===== src/rtl/refresh_sched_pkg.sv =====
package refresh_sched_pkg;

    typedef enum logic [2:0] {
        ST_PAUSE,
        ST_IDLE,
        ST_REQ,
        ST_LEAD,
        ST_STROBE,
        ST_PRECH,
        ST_SELF,
        ST_SEXIT
    } rs_state_e;

    function automatic int max_of(int a, int b);
        return (a > b) ? a : b;
    endfunction

endpackage


===== src/rtl/rfs_ticker.sv =====
module rfs_ticker #(
    parameter int INTERVAL_CYC = 1950,
    parameter int BACKLOG_MAX  = 4,
    parameter int PEND_W       = 3
) (
    input  logic              clk,
    input  logic              rst_n,
    input  logic              run_i,
    input  logic              clear_i,
    input  logic              take_i,
    output logic [PEND_W-1:0] pend_o
);
    localparam int IW = $clog2(INTERVAL_CYC + 1);
    localparam logic [IW-1:0]     TICK_LAST = IW'(INTERVAL_CYC - 1);
    localparam logic [PEND_W-1:0] PEND_CAP  = PEND_W'(BACKLOG_MAX);

    typedef struct packed {
        logic [IW-1:0]     cnt;
        logic [PEND_W-1:0] pend;
    } tk_t;

    tk_t  d, q;
    logic tick;

    always_comb begin
        d    = q;
        tick = run_i && (q.cnt == TICK_LAST);
        if (clear_i) begin
            d = '0;
        end else begin
            if (run_i) d.cnt = tick ? '0 : q.cnt + 1'b1;
            // a tick arriving at the cap is dropped; tick plus take cancel out
            if (tick && !take_i && (q.pend != PEND_CAP)) d.pend = q.pend + 1'b1;
            else if (!tick && take_i)                   d.pend = q.pend - 1'b1;
        end
    end

    always_ff @(posedge clk or negedge rst_n) begin
        if (!rst_n) q <= '0;
        else        q <= d;
    end

    assign pend_o = q.pend;
endmodule


===== src/rtl/rfs_row_ctr.sv =====
module rfs_row_ctr #(
    parameter int ROW_W = 11
) (
    input  logic             clk,
    input  logic             rst_n,
    input  logic             inc_i,
    output logic [ROW_W-1:0] row_o
);
    logic [ROW_W-1:0] row_d, row_q;

    always_comb begin
        row_d = inc_i ? row_q + 1'b1 : row_q;
    end

    always_ff @(posedge clk or negedge rst_n) begin
        if (!rst_n) row_q <= '0;
        else        row_q <= row_d;
    end

    assign row_o = row_q;
endmodule


===== src/rtl/refresh_sched.sv =====
module refresh_sched
    import refresh_sched_pkg::*;
#(
    parameter int PAUSE_CYC     = 12500,
    parameter int WARMUP        = 8,
    parameter int INTERVAL_CYC  = 1950,
    parameter int BACKLOG_MAX   = 4,
    parameter int CSR_CYC       = 1,
    parameter int RAS_CYC       = 8,
    parameter int RP_CYC        = 5,
    parameter int SELF_MIN_CYC  = 12500,
    parameter int SELF_EXIT_CYC = 12,
    parameter int ROW_ONLY      = 0,
    parameter int ROW_W         = 11
) (
    input  logic             clk,
    input  logic             rst_n,
    input  logic             grant_i,
    input  logic             sleep_i,
    output logic             req_o,
    output logic             busy_o,
    output logic             init_done_o,
    output logic             self_active_o,
    output logic             ras_n_o,
    output logic             cas_n_o,
    output logic             we_n_o,
    output logic             row_drv_o,
    output logic [ROW_W-1:0] row_o
);
    localparam int MAXC = max_of(max_of(max_of(PAUSE_CYC, SELF_MIN_CYC),
                                        max_of(RAS_CYC, RP_CYC)),
                                 max_of(CSR_CYC, SELF_EXIT_CYC));
    localparam int CNT_W  = $clog2(MAXC + 1);
    localparam int WARM_W = $clog2(WARMUP + 1);
    localparam int PEND_W = $clog2(BACKLOG_MAX + 1);
    localparam bit ROW_MODE = (ROW_ONLY != 0);

    localparam logic [CNT_W-1:0]  PAUSE_LAST = CNT_W'(PAUSE_CYC - 1);
    localparam logic [CNT_W-1:0]  CSR_LAST   = CNT_W'(CSR_CYC - 1);
    localparam logic [CNT_W-1:0]  RAS_LAST   = CNT_W'(RAS_CYC - 1);
    localparam logic [CNT_W-1:0]  RP_LAST    = CNT_W'(RP_CYC - 1);
    localparam logic [CNT_W-1:0]  SELF_LAST  = CNT_W'(SELF_MIN_CYC - 1);
    localparam logic [CNT_W-1:0]  SEXIT_LAST = CNT_W'(SELF_EXIT_CYC - 1);
    localparam logic [WARM_W-1:0] WARM_LAST  = WARM_W'(WARMUP - 1);

    typedef struct packed {
        rs_state_e         st;
        logic [CNT_W-1:0]  cnt;
        logic [WARM_W-1:0] warm;
        logic              done;   // pause and warm-up finished
        logic              cbr;    // current cycle is CAS-first
        logic              slp;    // current request is a self-refresh entry
    } ctl_t;

    localparam ctl_t CTL_RST = '{st: ST_PAUSE, cnt: '0, warm: '0,
                                 done: 1'b0, cbr: 1'b0, slp: 1'b0};

    ctl_t              d, q;
    logic              take;
    logic              row_inc;
    logic [PEND_W-1:0] pend;

    rfs_ticker #(
        .INTERVAL_CYC(INTERVAL_CYC),
        .BACKLOG_MAX (BACKLOG_MAX),
        .PEND_W      (PEND_W)
    ) u_ticker (
        .clk    (clk),
        .rst_n  (rst_n),
        .run_i  (q.done && (q.st != ST_SELF) && (q.st != ST_SEXIT)),
        .clear_i(q.st == ST_SEXIT),
        .take_i (take),
        .pend_o (pend)
    );

    rfs_row_ctr #(.ROW_W(ROW_W)) u_row (
        .clk  (clk),
        .rst_n(rst_n),
        .inc_i(row_inc),
        .row_o(row_o)
    );

    always_comb begin
        d       = q;
        take    = 1'b0;
        row_inc = 1'b0;
        case (q.st)
            ST_PAUSE: begin
                if (q.cnt == PAUSE_LAST) begin
                    d.st  = ST_LEAD;
                    d.cnt = '0;
                    d.cbr = 1'b1;
                end else begin
                    d.cnt = q.cnt + 1'b1;
                end
            end
            ST_IDLE: begin
                if (pend != '0) begin
                    d.st  = ST_REQ;
                    d.slp = 1'b0;
                end else if (sleep_i) begin
                    d.st  = ST_REQ;
                    d.slp = 1'b1;
                end
            end
            ST_REQ: begin
                if (grant_i) begin
                    d.st  = ST_LEAD;
                    d.cnt = '0;
                    d.cbr = q.slp || !ROW_MODE;
                end
            end
            ST_LEAD: begin
                if (q.cnt == CSR_LAST) begin
                    d.st  = q.slp ? ST_SELF : ST_STROBE;
                    d.cnt = '0;
                end else begin
                    d.cnt = q.cnt + 1'b1;
                end
            end
            ST_STROBE: begin
                if (q.cnt == RAS_LAST) begin
                    d.st    = ST_PRECH;
                    d.cnt   = '0;
                    row_inc = !q.cbr;
                end else begin
                    d.cnt = q.cnt + 1'b1;
                end
            end
            ST_PRECH: begin
                if (q.cnt == RP_LAST) begin
                    d.cnt = '0;
                    if (!q.done) begin
                        if (q.warm == WARM_LAST) begin
                            d.st   = ST_IDLE;
                            d.done = 1'b1;
                        end else begin
                            d.warm = q.warm + 1'b1;
                            d.st   = ST_LEAD;
                            d.cbr  = 1'b1;
                        end
                    end else begin
                        take = 1'b1;
                        if (pend > PEND_W'(1)) begin
                            d.st  = ST_LEAD;
                            d.cbr = !ROW_MODE;
                        end else begin
                            d.st = ST_IDLE;
                        end
                    end
                end else begin
                    d.cnt = q.cnt + 1'b1;
                end
            end
            ST_SELF: begin
                if (q.cnt == SELF_LAST) begin
                    if (!sleep_i) begin
                        d.st  = ST_SEXIT;
                        d.cnt = '0;
                    end
                end else begin
                    d.cnt = q.cnt + 1'b1;
                end
            end
            ST_SEXIT: begin
                if (q.cnt == SEXIT_LAST) begin
                    d.st  = ST_IDLE;
                    d.cnt = '0;
                    d.slp = 1'b0;
                end else begin
                    d.cnt = q.cnt + 1'b1;
                end
            end
            default: d.st = ST_IDLE;
        endcase
    end

    always_ff @(posedge clk or negedge rst_n) begin
        if (!rst_n) q <= CTL_RST;
        else        q <= d;
    end

    assign ras_n_o       = !((q.st == ST_STROBE) || (q.st == ST_SELF));
    assign cas_n_o       = !((q.st == ST_SELF) ||
                             (q.cbr && ((q.st == ST_LEAD) || (q.st == ST_STROBE))));
    assign we_n_o        = 1'b1;
    assign row_drv_o     = !q.cbr && ((q.st == ST_LEAD) || (q.st == ST_STROBE));
    assign busy_o        = !((q.st == ST_PAUSE) || (q.st == ST_IDLE) || (q.st == ST_REQ));
    assign req_o         = q.done && (q.st != ST_IDLE);
    assign init_done_o   = q.done;
    assign self_active_o = (q.st == ST_SELF);
endmodule


===== config.mk =====
export PLATFORM = sky130hd
export DESIGN_NAME = refresh_sched
export DESIGN_NICKNAME = d
export VERILOG_FILES = /design/src/rtl/refresh_sched_pkg.sv /design/src/rtl/rfs_ticker.sv /design/src/rtl/rfs_row_ctr.sv /design/src/rtl/refresh_sched.sv
export SDC_FILE = /design/constraint.sdc
export NUM_CORES = 1
export LEC_CHECK = 0
export BUFFER_PORTS_ARGS = -buffer_cell sky130_fd_sc_hd__buf_2
export CAP_MARGIN = 0
export CORE_UTILIZATION = 40
export CTS_BUF_LIST = sky130_fd_sc_hd__clkbuf_4 sky130_fd_sc_hd__clkbuf_8
export CTS_CLUSTER_SIZE = 12
export DETAILED_ROUTE_END_ITERATION = 8
export SLEW_MARGIN = 20
export SYNTH_ARGS = -nofsm -noshare
export SYNTH_HDL_FRONTEND = slang
export SYNTH_SLANG_ARGS = --single-unit

===== constraint.sdc =====
create_clock -name clk -period 3.4 [get_ports clk]
set_clock_uncertainty 0.05 [all_clocks]
set_input_delay 0.17 -clock clk [delete_from_list [all_inputs] [get_ports clk]]
set_output_delay 0.17 -clock clk [all_outputs]
set_load 0.1 [all_outputs]

Word-level counts from Yosys, hierarchy flattened

Index checks and enable logic that the tools add are counted.

Memory bits (read-only): 0
Output and inout bits: 19
Word-level logic and storage cells: 126
Memories: 0
Bits in latches: 0
Bits of input ports: 4
Register bits: 49
Bits in writable memories: 0

Bitwise logic cells: 2
Reductions and logical operators: 34
Divide/modulo/power cells: 0
Muxes and demuxes: 45
Multipliers: 0
$lt $le $gt $ge: 1
Shift operators: 0
Add/sub/neg operators: 6
Eq/ne operators: 29

Operator list:

| cell                  | number |
|---|---|
| $mux 14               | 7 |
| $pmux 14 s7           | 1 |
| $mux 17               | 2 |
| $mux 3                | 10 |
| $eq 14x3->1 const B   | 2 |
| $pmux 3 s8            | 1 |
| $add 11x1->11 const B | 2 |
| $mux 11               | 2 |
| $ne 3x3->1 const B    | 7 |
| $mux 1                | 16 |
| $add 14x1->14 const B | 1 |
| $eq 14x14->1 const B  | 1 |
| $eq 14x4->1 const B   | 1 |
| $logic_not 14->1      | 1 |
| $ne 2x2->1 const B    | 7 |
| $eq 3x3->1 const B    | 4 |
| $eq 11x11->1 const B  | 1 |
| $logic_and 1x1->1     | 9 |
| $reduce_and 9->1      | 1 |
| $reduce_bool 3->1     | 3 |
| $mux 2                | 4 |
| $reduce_bool 7->1     | 1 |
| $eq 3x2->1 const B    | 2 |
| $logic_not 1->1       | 6 |
| other kinds (18)      | 25 |

Longest topological paths before layout

Gate-level depths: netlist of the first run.

Depth in word-level cells: 9
Depth in mapped cells: 9
Mapped depth without buffers: 8

Hierarchy

A second synthesis of the first run with hierarchy kept.

Cell total of the unflattened synthesis: 318
Area, all modules: 2,947.8 sq um

By module, submodules not included:

| module        | times used | seq. area each (sq um) | cells each | area an instance (sq um) |
|---|---|---|---|---|
| refresh_sched | 1          | 600.6                  | 187        | 1,609.0 |
| rfs_ticker    | 1          | 350.3                  | 91         | 842.1 |
| rfs_row_ctr   | 1          | 275.3                  | 40         | 496.7 |

Least setup slack after synthesis of the first run

No wires, ideal clock.

Path kind: flip-flop to output port
Start point: register q[23] (netlist bit)
End point: output cas_n_o
Required time: 3,180 ps
Arrival: 2,845 ps
Cell stages (with the launch flop): 4
Setup slack: 335 ps
Buffers on the path: 0
Cell sequence: dfrtp_1 > nor2b_1 > inv_1 > a2bb2oi_1

Longest elaborated chain between the ends: 5
Elaborated cells between the ends (all ways): 7
Those cells by class: eq/ne (3); reduce/logical (4)

Ends and longest elaborated chain:

| what                                     | line                 | RTL |
|---|---|---|
| from (decl)                              | refresh_sched.sv:58  | `ctl_t d, q;` |
| from (signal assigned)                   | refresh_sched.sv:179 | `if (!rst_n) q <= CTL_RST;` |
| from (signal assigned)                   | refresh_sched.sv:180 | `else q <= d;` |
| $eq 3x2->1 or $eq 3x3->1 (tied branches) | refresh_sched.sv:185 | `(q.cbr && ((q.st == ST_LEAD) \|\| (q.st == ST_STROBE))));` |
| $logic_or 1x1->1                         | refresh_sched.sv:185 |  |
| $logic_and 1x1->1                        | refresh_sched.sv:185 |  |
| $logic_or 1x1->1 (*)                     | refresh_sched.sv:184 | `assign cas_n_o = !((q.st == ST_SELF) \|\|` |
| $logic_not 1->1 (*)                      | refresh_sched.sv:184 |  |
| to (decl)                                | refresh_sched.sv:25  | `output logic cas_n_o,` |

Every way passes the cells marked *; elsewhere a longest branch is shown, timed or not.

Worst setup path after layout of the first run

Start point: register q[22] (netlist bit)
End point: output row_drv_o

Longest elaborated chain between the ends: 3
Elaborated cells between the ends (all ways): 4
Those cells by class: eq/ne (2); reduce/logical (2)

Ends and longest elaborated chain:

| what                                     | line                 | RTL |
|---|---|---|
| $eq 3x2->1 or $eq 3x3->1 (tied branches) | refresh_sched.sv:187 | `assign row_drv_o = !q.cbr && ((q.st == ST_LEAD) \|\| (q.st == ST_STROBE));` |
| $logic_or 1x1->1 (*)                     | refresh_sched.sv:187 |  |
| $logic_and 1x1->1 (*)                    | refresh_sched.sv:187 |  |
| to (decl)                                | refresh_sched.sv:27  | `output logic row_drv_o,` |

Marks and branches as above.

==> results of run 1 <==
Yosys cell counts, types with 4 or more instances:
cell type | count | area [sq um]
dfrtp_1 | 49 | 1226
nor2_1 | 40 | 150.1
nand2_1 | 38 | 142.6
o21ai_0 | 20 | 100.1
xnor2_1 | 19 | 166.4
and3_1 | 15 | 93.84
inv_1 | 15 | 56.30
nand3_1 | 13 | 65.06
ha_1 | 10 | 125.1
nand4_1 | 9 | 56.30
nor3_1 | 8 | 40.04
a21oi_1 | 7 | 35.03
xor2_1 | 7 | 61.31
a31oi_1 | 5 | 31.28
clkbuf_1 | 4 | 15.01
mux2_2 | 4 | 45.04
o31ai_1 | 4 | 30.03
logic make-up after synthesis:
| family | count (synthesis) |
|---|---|
| AOI/OAI and AO/OA | 49 |
| xor gates and xnor gates | 26 |
| adders and majority gates | 10 |
| buffers and inverters | 24 |
| DFF | 49 |
| muxes | 7 |
| other | 1 |
| and+or+nand+nor | 150 |
report_power, final:
group	switching (mW)	total, mW	internal, mW
Clock	0.209	0.374	0.165
Combinational	0.0181	0.0210	0.00292
Sequential	0	0.582	0.582
state kept, by name, indices dropped and copies added (netlist names):
name	flops
q	23
init_done_o	1
u_ticker.q	11
u_row.row_o	11
u_ticker.pend_o	3
worst min-delay path by stage:
| stage | from | end |
|---|---|---|
| global route | sleep_i | q[22] |
| global placement | rst_n | u_ticker.q[9] |
| floorplan | rst_n | init_done_o |
| detailed placement | rst_n | u_ticker.q[9] |
| finish | sleep_i | q[22] |
| CTS | sleep_i | q[22] |
routing by layer:
layer	GRT usage, %	routed length [um]	vias up
met5	0	0	-
met4	5.067	69	0
met3	3.791	200	7
met2	29.42	2906	29
met1	22.47	2895	1127
li1	-	-	1140
worst max-delay path, delay by kind of cell (launching register included):
kind                   cells  cell delay (ns)
DFF                        1             0.73
AOI/OAI and AO/OA          1             0.07
and+or+nand+nor            3             0.63
buffers and inverters      1             0.44
final cells by class:
type | instances | area, sq um | share of cell area, %
multi-input combinational | 243 | 1568 | 49.16
timing repair buffer | 23 | 122.6 | 3.845
inverter | 15 | 56.30 | 1.765
sequential | 49 | 1226 | 38.45
clock inverter | 2 | 13.76 | 0.4315
clock buffer | 6 | 82.58 | 2.589
tap | 96 | 120.1 | 3.766
==> results.sh, run 1 <==
export IMPL_grt_pass1_vias=2201
export IMPL_cts_hold_buffers=1
export IMPL_h_tree_depth=2
export IMPL_dp_cells=425
export IMPL_final_area_sq_mm=0.003189
export IMPL_post_cts_resize_count=0
export IMPL_vias=2303
export IMPL_cp_startpoint="q[22]"
export IMPL_final_cell_mix="dfrtp_1 (49), nor2_1 (40), nand2_1 (38)"
export IMPL_worst_pin_slew_ns=0.6507
export IMPL_fin_cells=434
export IMPL_setup_violations=0
export IMPL_total_power_mw=0.9771
export IMPL_synth_fa_ha_area_share_pct=4.318
export IMPL_start_kind="register"
export IMPL_synth_warnings=0
export IMPL_first_pass_iters=4
export IMPL_areaGrowthSynthToFinish_pct=10.06
export IMPL_initial_core_util_pct=41.96
export IMPL_required_ns=3.18
export IMPL_cp_arrival_ns=2.18
export IMPL_layout_commonest_cell="dfrtp_1"
export IMPL_grtUsageTotal_pct=17.44
export IMPL_crit_top_cell="nor2_1"
export IMPL_endpoint="row_drv_o"
export IMPL_synth_ff_type="dfrtp_1"
export IMPL_status="finished, final reports clean"
export IMPL_hold_viol_final=0
export IMPL_r2r_setup_slack_ns=1.19
export IMPL_synth_cell_types=48
export IMPL_dr_first_iter_drc_count=131
export IMPL_post_cts_buffers=0
export IMPL_synth_seq_area_share_pct=42.31
export IMPL_die_h_um=87.12
export IMPL_gp_congestion=0.8169
export IMPL_p_leak_nw=1.513
export IMPL_grt_overflow=0
export IMPL_synthMuxAreaShare_pct=2.634
export IMPL_slew_violations=0
export IMPL_period_share_pct=70.65
export IMPL_via_per_inst=5.306
export IMPL_drive_gt1_share_pct=14.20
export IMPL_crit_chain="nand2_1 -> nor2_1 -> a21oi_1 -> nor2_1 -> buf_2"
export IMPL_fin_ws_ns=0.9980
export IMPL_finalWirelength_um=6072
export IMPL_place_ws_ns=1.186
export IMPL_path_max_fanout=17
export IMPL_slowest_stage="dfrtp_1"
export IMPL_yosys_area_share_simple_pct=27.89
export IMPL_cts_max_path_buffers=2
export IMPL_dpl_cell_area_sq_mm=0.003083
export IMPL_die_width_um=87.12
export IMPL_ir_worst_vdd_v=0.0001188
export IMPL_syn_avg_cell_area_sq_um=9.170
export IMPL_syn_inst=316
export IMPL_num_rows=30
export IMPL_maxCapViolCount=0
export IMPL_nets=351
export IMPL_power_density_mw_per_mm2=306.4
export IMPL_min_path_type="in -> reg"
export IMPL_syn_nets=330
export IMPL_hpwl_um=4438
export IMPL_n_antenna_cell=0
export IMPL_hold_slack_ns=0.2285
export IMPL_synth_compound_area_share_pct=11.27
export IMPL_async_flop_share_pct=100.0
export IMPL_slowest_delay_ns=0.73
export IMPL_synth_top_family_by_area="simple AND/OR/NAND/NOR gates"
export IMPL_netlist_area_sq_mm=0.002898
export IMPL_route_detailed_drc=0
export IMPL_grt_first_pass_wirelength_um=10380
export IMPL_reg2reg_depth=6
export IMPL_portBuffers=21
export IMPL_insertion_delay_ns=0.31
export IMPL_final_min_clock_period_ns=2.402
export IMPL_fill_cells=713
export IMPL_ios=23
export IMPL_rr_endpoint="q[13]"
export IMPL_cts_tree="done"
export IMPL_cts_reportedPaths_clkPinSlew_ns=0.09
export IMPL_fmax_ghz=0.4163
export IMPL_synth_xor_area_share_pct=7.858
export IMPL_ant_nets=0
export IMPL_core_sq_mm=0.006907
export IMPL_die_area_sq_mm=0.007589
export IMPL_wl_per_cell_um=13.99
export IMPL_cts_made_buffers=5
export IMPL_grt_max_degree=30
export IMPL_post_route_util_pct=46.18
export IMPL_grt_setup_unrepaired="no"
export IMPL_cts_root_buf="clkbuf_8"
export IMPL_cts_sinks=49
export IMPL_reg2reg_from="q[10]"
export IMPL_end_kind="output pin"
export IMPL_slew_headroom_pct=56.46
export IMPL_worstSetupPathType="reg -> out"
export IMPL_setup_tns_ns=0
export IMPL_ys_seq_elements=49
export IMPL_antenna_found_initial=0
export IMPL_hold_depth=4
export IMPL_synth_edff_count=0
Power figures use the tool's default switching activity.
==> run 2, diff against run 1 <==
ABC_AREA = 1   (was unset)
clock period = 2.2 ns   (was 3.4 ns; I/O delays follow)
==> run 2 against run 1 <==
Against the previous run:
- wire length grew 33%
- non-clock buffer count is 9 higher
- sequential share of layout area down 6.6 points
- core utilization rose by 0.69 points
- largest power group unchanged
- critical path type unchanged
- clock power increased by 110%
==> results.sh, run 2 <==
export IMPL_netSwitchingFraction_pct=20.72
export IMPL_grtUsageMet3_pct=3.074
export IMPL_cts_root_buf="clkbuf_8"
export IMPL_p_leak_nw=1.880
export IMPL_slew_headroom_pct=63.64
export IMPL_synth_warnings=0
export IMPL_intPower_mw=1.365
export IMPL_ant_nets=0
export IMPL_cts_made_buffers=5
export IMPL_required_ns=2.04
export IMPL_wl_per_cell_um=12.97
export IMPL_core_sq_mm=0.008217
export IMPL_largest_reg_flops=23
export IMPL_h_tree_depth=2
export IMPL_yosysMostFrequentCell="nand2_1"
export IMPL_initial_core_util_pct=41.42
export IMPL_grt_overflow=0
export IMPL_die_width_um=94.24
export IMPL_vias=3135
export IMPL_ir_worst_vdd_v=0.0002472
export IMPL_use_met2_pct=30.62
export IMPL_final_min_clock_period_ns=2.092
export IMPL_post_cts_resize_count=0
export IMPL_first_pass_iters=5
export IMPL_cts_hold_buffers=1
export IMPL_portBuffers=21
export IMPL_synth_seq_area_share_pct=36.03
export IMPL_synth_area_leaders="dfrtp_1 (36%), nand2_1 (16%), nand3_1 (7.1%)"
export IMPL_via_per_inst=5.048
export IMPL_drive_gt1_share_pct=12.79
export IMPL_worst_pin_slew_ns=0.5454
export IMPL_slew_violations=0
export IMPL_ys_seq_elements=49
export IMPL_async_flop_share_pct=100.0
export IMPL_period_share_pct=95.07
export IMPL_largest_register="q"
export IMPL_grtUsageTotal_pct=19.88
export IMPL_route_detailed_drc=0
export IMPL_antenna_found_initial=0
export IMPL_layout_commonest_cell="nand2_1"
export IMPL_power_frac_seq_pct=52.3
export IMPL_n_antenna_cell=0
export IMPL_comb_power_share_pct=2.0
export IMPL_final_cell_mix="nand2_1 (141), inv_1 (51), dfrtp_1 (49)"
export IMPL_post_cts_buffers=0
export IMPL_end_kind="output pin"
export IMPL_cts_reportedPaths_clkPinSlew_ns=0.10
export IMPL_cp_arrival_ns=1.93
export IMPL_yosysTopAreaCell="dfrtp_1"
export IMPL_ios=23
export IMPL_worstSetupPathType="reg -> out"
export IMPL_synth_cell_types=36
export IMPL_die_area_sq_mm=0.008881
export IMPL_pwr_share_clk_pct=45.8
export IMPL_die_h_um=94.24
export IMPL_grt_setup_unrepaired="no"
export IMPL_gp_congestion=0.8674
export IMPL_grt_max_degree=29
export IMPL_setup_tns_ns=0
export IMPL_insertion_delay_ns=0.31
export IMPL_syn_inst=484
export IMPL_cts_tree="done"
export IMPL_fmax_ghz=0.4781
export IMPL_netlist_area_sq_mm=0.003403
export IMPL_hold_viol_final=0
export IMPL_num_rows=33
export IMPL_setup_violations=0
export IMPL_hold_slack_ns=0.2145
export IMPL_nets=529
export IMPL_finalWirelength_um=8055
export IMPL_syn_nets=498
export IMPL_min_path_type="in -> reg"
export IMPL_syn_avg_cell_area_sq_um=7.032
export IMPL_synth_ff_type="dfrtp_1"
export IMPL_hpwl_um=6303
export IMPL_dr_first_iter_drc_count=180
export IMPL_grt_busiest_layer="met2"
export IMPL_path_max_fanout=9
export IMPL_grt_pass1_vias=2947
export IMPL_cts_sinks=49
export IMPL_maxCapViolCount=0
export IMPL_p_sw_mw=0.3565
export IMPL_yosys_area_top_type_share_pct=36.03
export IMPL_grt_first_pass_wirelength_um=13830
export IMPL_areaGrowthSynthToFinish_pct=13.16
export IMPL_status="finished, final reports clean"
export IMPL_power_density_mw_per_mm2=446.9
export IMPL_synth_edff_count=0
export IMPL_start_kind="register"
export IMPL_grt_use_met1_pct=28.16
export IMPL_cts_max_path_buffers=2
export IMPL_synth_commonest_cells="nand2_1 (141), inv_1 (51), dfrtp_1 (49)"
==> run 2: cells by family after synthesis <==
group / after synthesis / share of synthesized area (%)
simple gates: 285 / 37.57
buf+inv: 67 / 7.867
xor+xnor: 22 / 5.662
flops: 49 / 36.03
other cells: 1 / 0.1102
fa+ha+maj: 10 / 3.676
compound gates: 50 / 9.081
==> run 2: critical path: stages (launching register included) <==
cell     delay [ns]
dfrtp_1        0.50
inv_2          0.14
nand2_2        0.13
nor2_4         0.09
inv_1          0.14
nand2_1        0.08
a21oi_2        0.10
buf_2          0.44
==> run 2: final cells by class <==
type / instances / area [sq um]
Fill cell: 836 / 4365
Multi-Input combinational cell: 368 / 1917
Sequential cell: 49 / 1226
Inverter: 59 / 221.5
Timing Repair Buffer: 32 / 217.7
Tap cell: 105 / 131.4
Clock buffer: 5 / 68.82
Clock inverter: 3 / 68.82
==> run 2: stage by stage <==
stage / total power, mW / area (sq um) / std cells / util (%) / setup WS (ns)
3_3_place_gp: 0.9519 / 3704 / 612 / 45.07 / 0.3090
3_5_place_dp: 0.9524 / 3704 / 612 / 45.07 / 0.2412
2_1_floorplan: 0.9270 / 3411 / 484 / - / 0.03435
5_1_grt: 1.781 / 3851 / 621 / 46.87 / 0.003406
4_1_cts: 1.750 / 3851 / 621 / 46.87 / 0.09476
6_report: 1.721 / 3851 / 621 / 46.87 / 0.1085
==> run 2: worst paths after layout <==
check / start / endpoint / slack [ns] / depth (start not counted)
worst max register to register: q[7] / q[20] / 0.23 / 11
max in group asynchronous: rst_n / q[23] / 1.31 / 3
worst min register to register: u_row.row_o[10] / u_row.row_o[10] / 0.42 / 1
worst min-delay path: sleep_i / q[0] / 0.21 / 6
worst max-delay path: q[22] / cas_n_o / 0.11 / 7
min in group asynchronous: rst_n / u_ticker.q[12] / 0.25 / 2
==> run 2: power by group through the flow <==
stage | Clock, mW | Sequential, mW | Combinational (mW)
5_1_grt | 0.841 | 0.900 | 0.0394
6_report | 0.788 | 0.900 | 0.0336
3_3_place_gp | 0 | 0.918 | 0.0342
3_5_place_dp | 0 | 0.918 | 0.0347
4_1_cts | 0.814 | 0.900 | 0.0362
2_1_floorplan | 0 | 0.918 | 0.00904
==> run 2: metal layers <==
layer,vias up,wire [um],part of all wire (%)
met3,12,342,4.2
met1,1418,3933,49
li1,1632,-,-
met2,73,3681,46
met4,0,98,1.2
met5,-,0,0
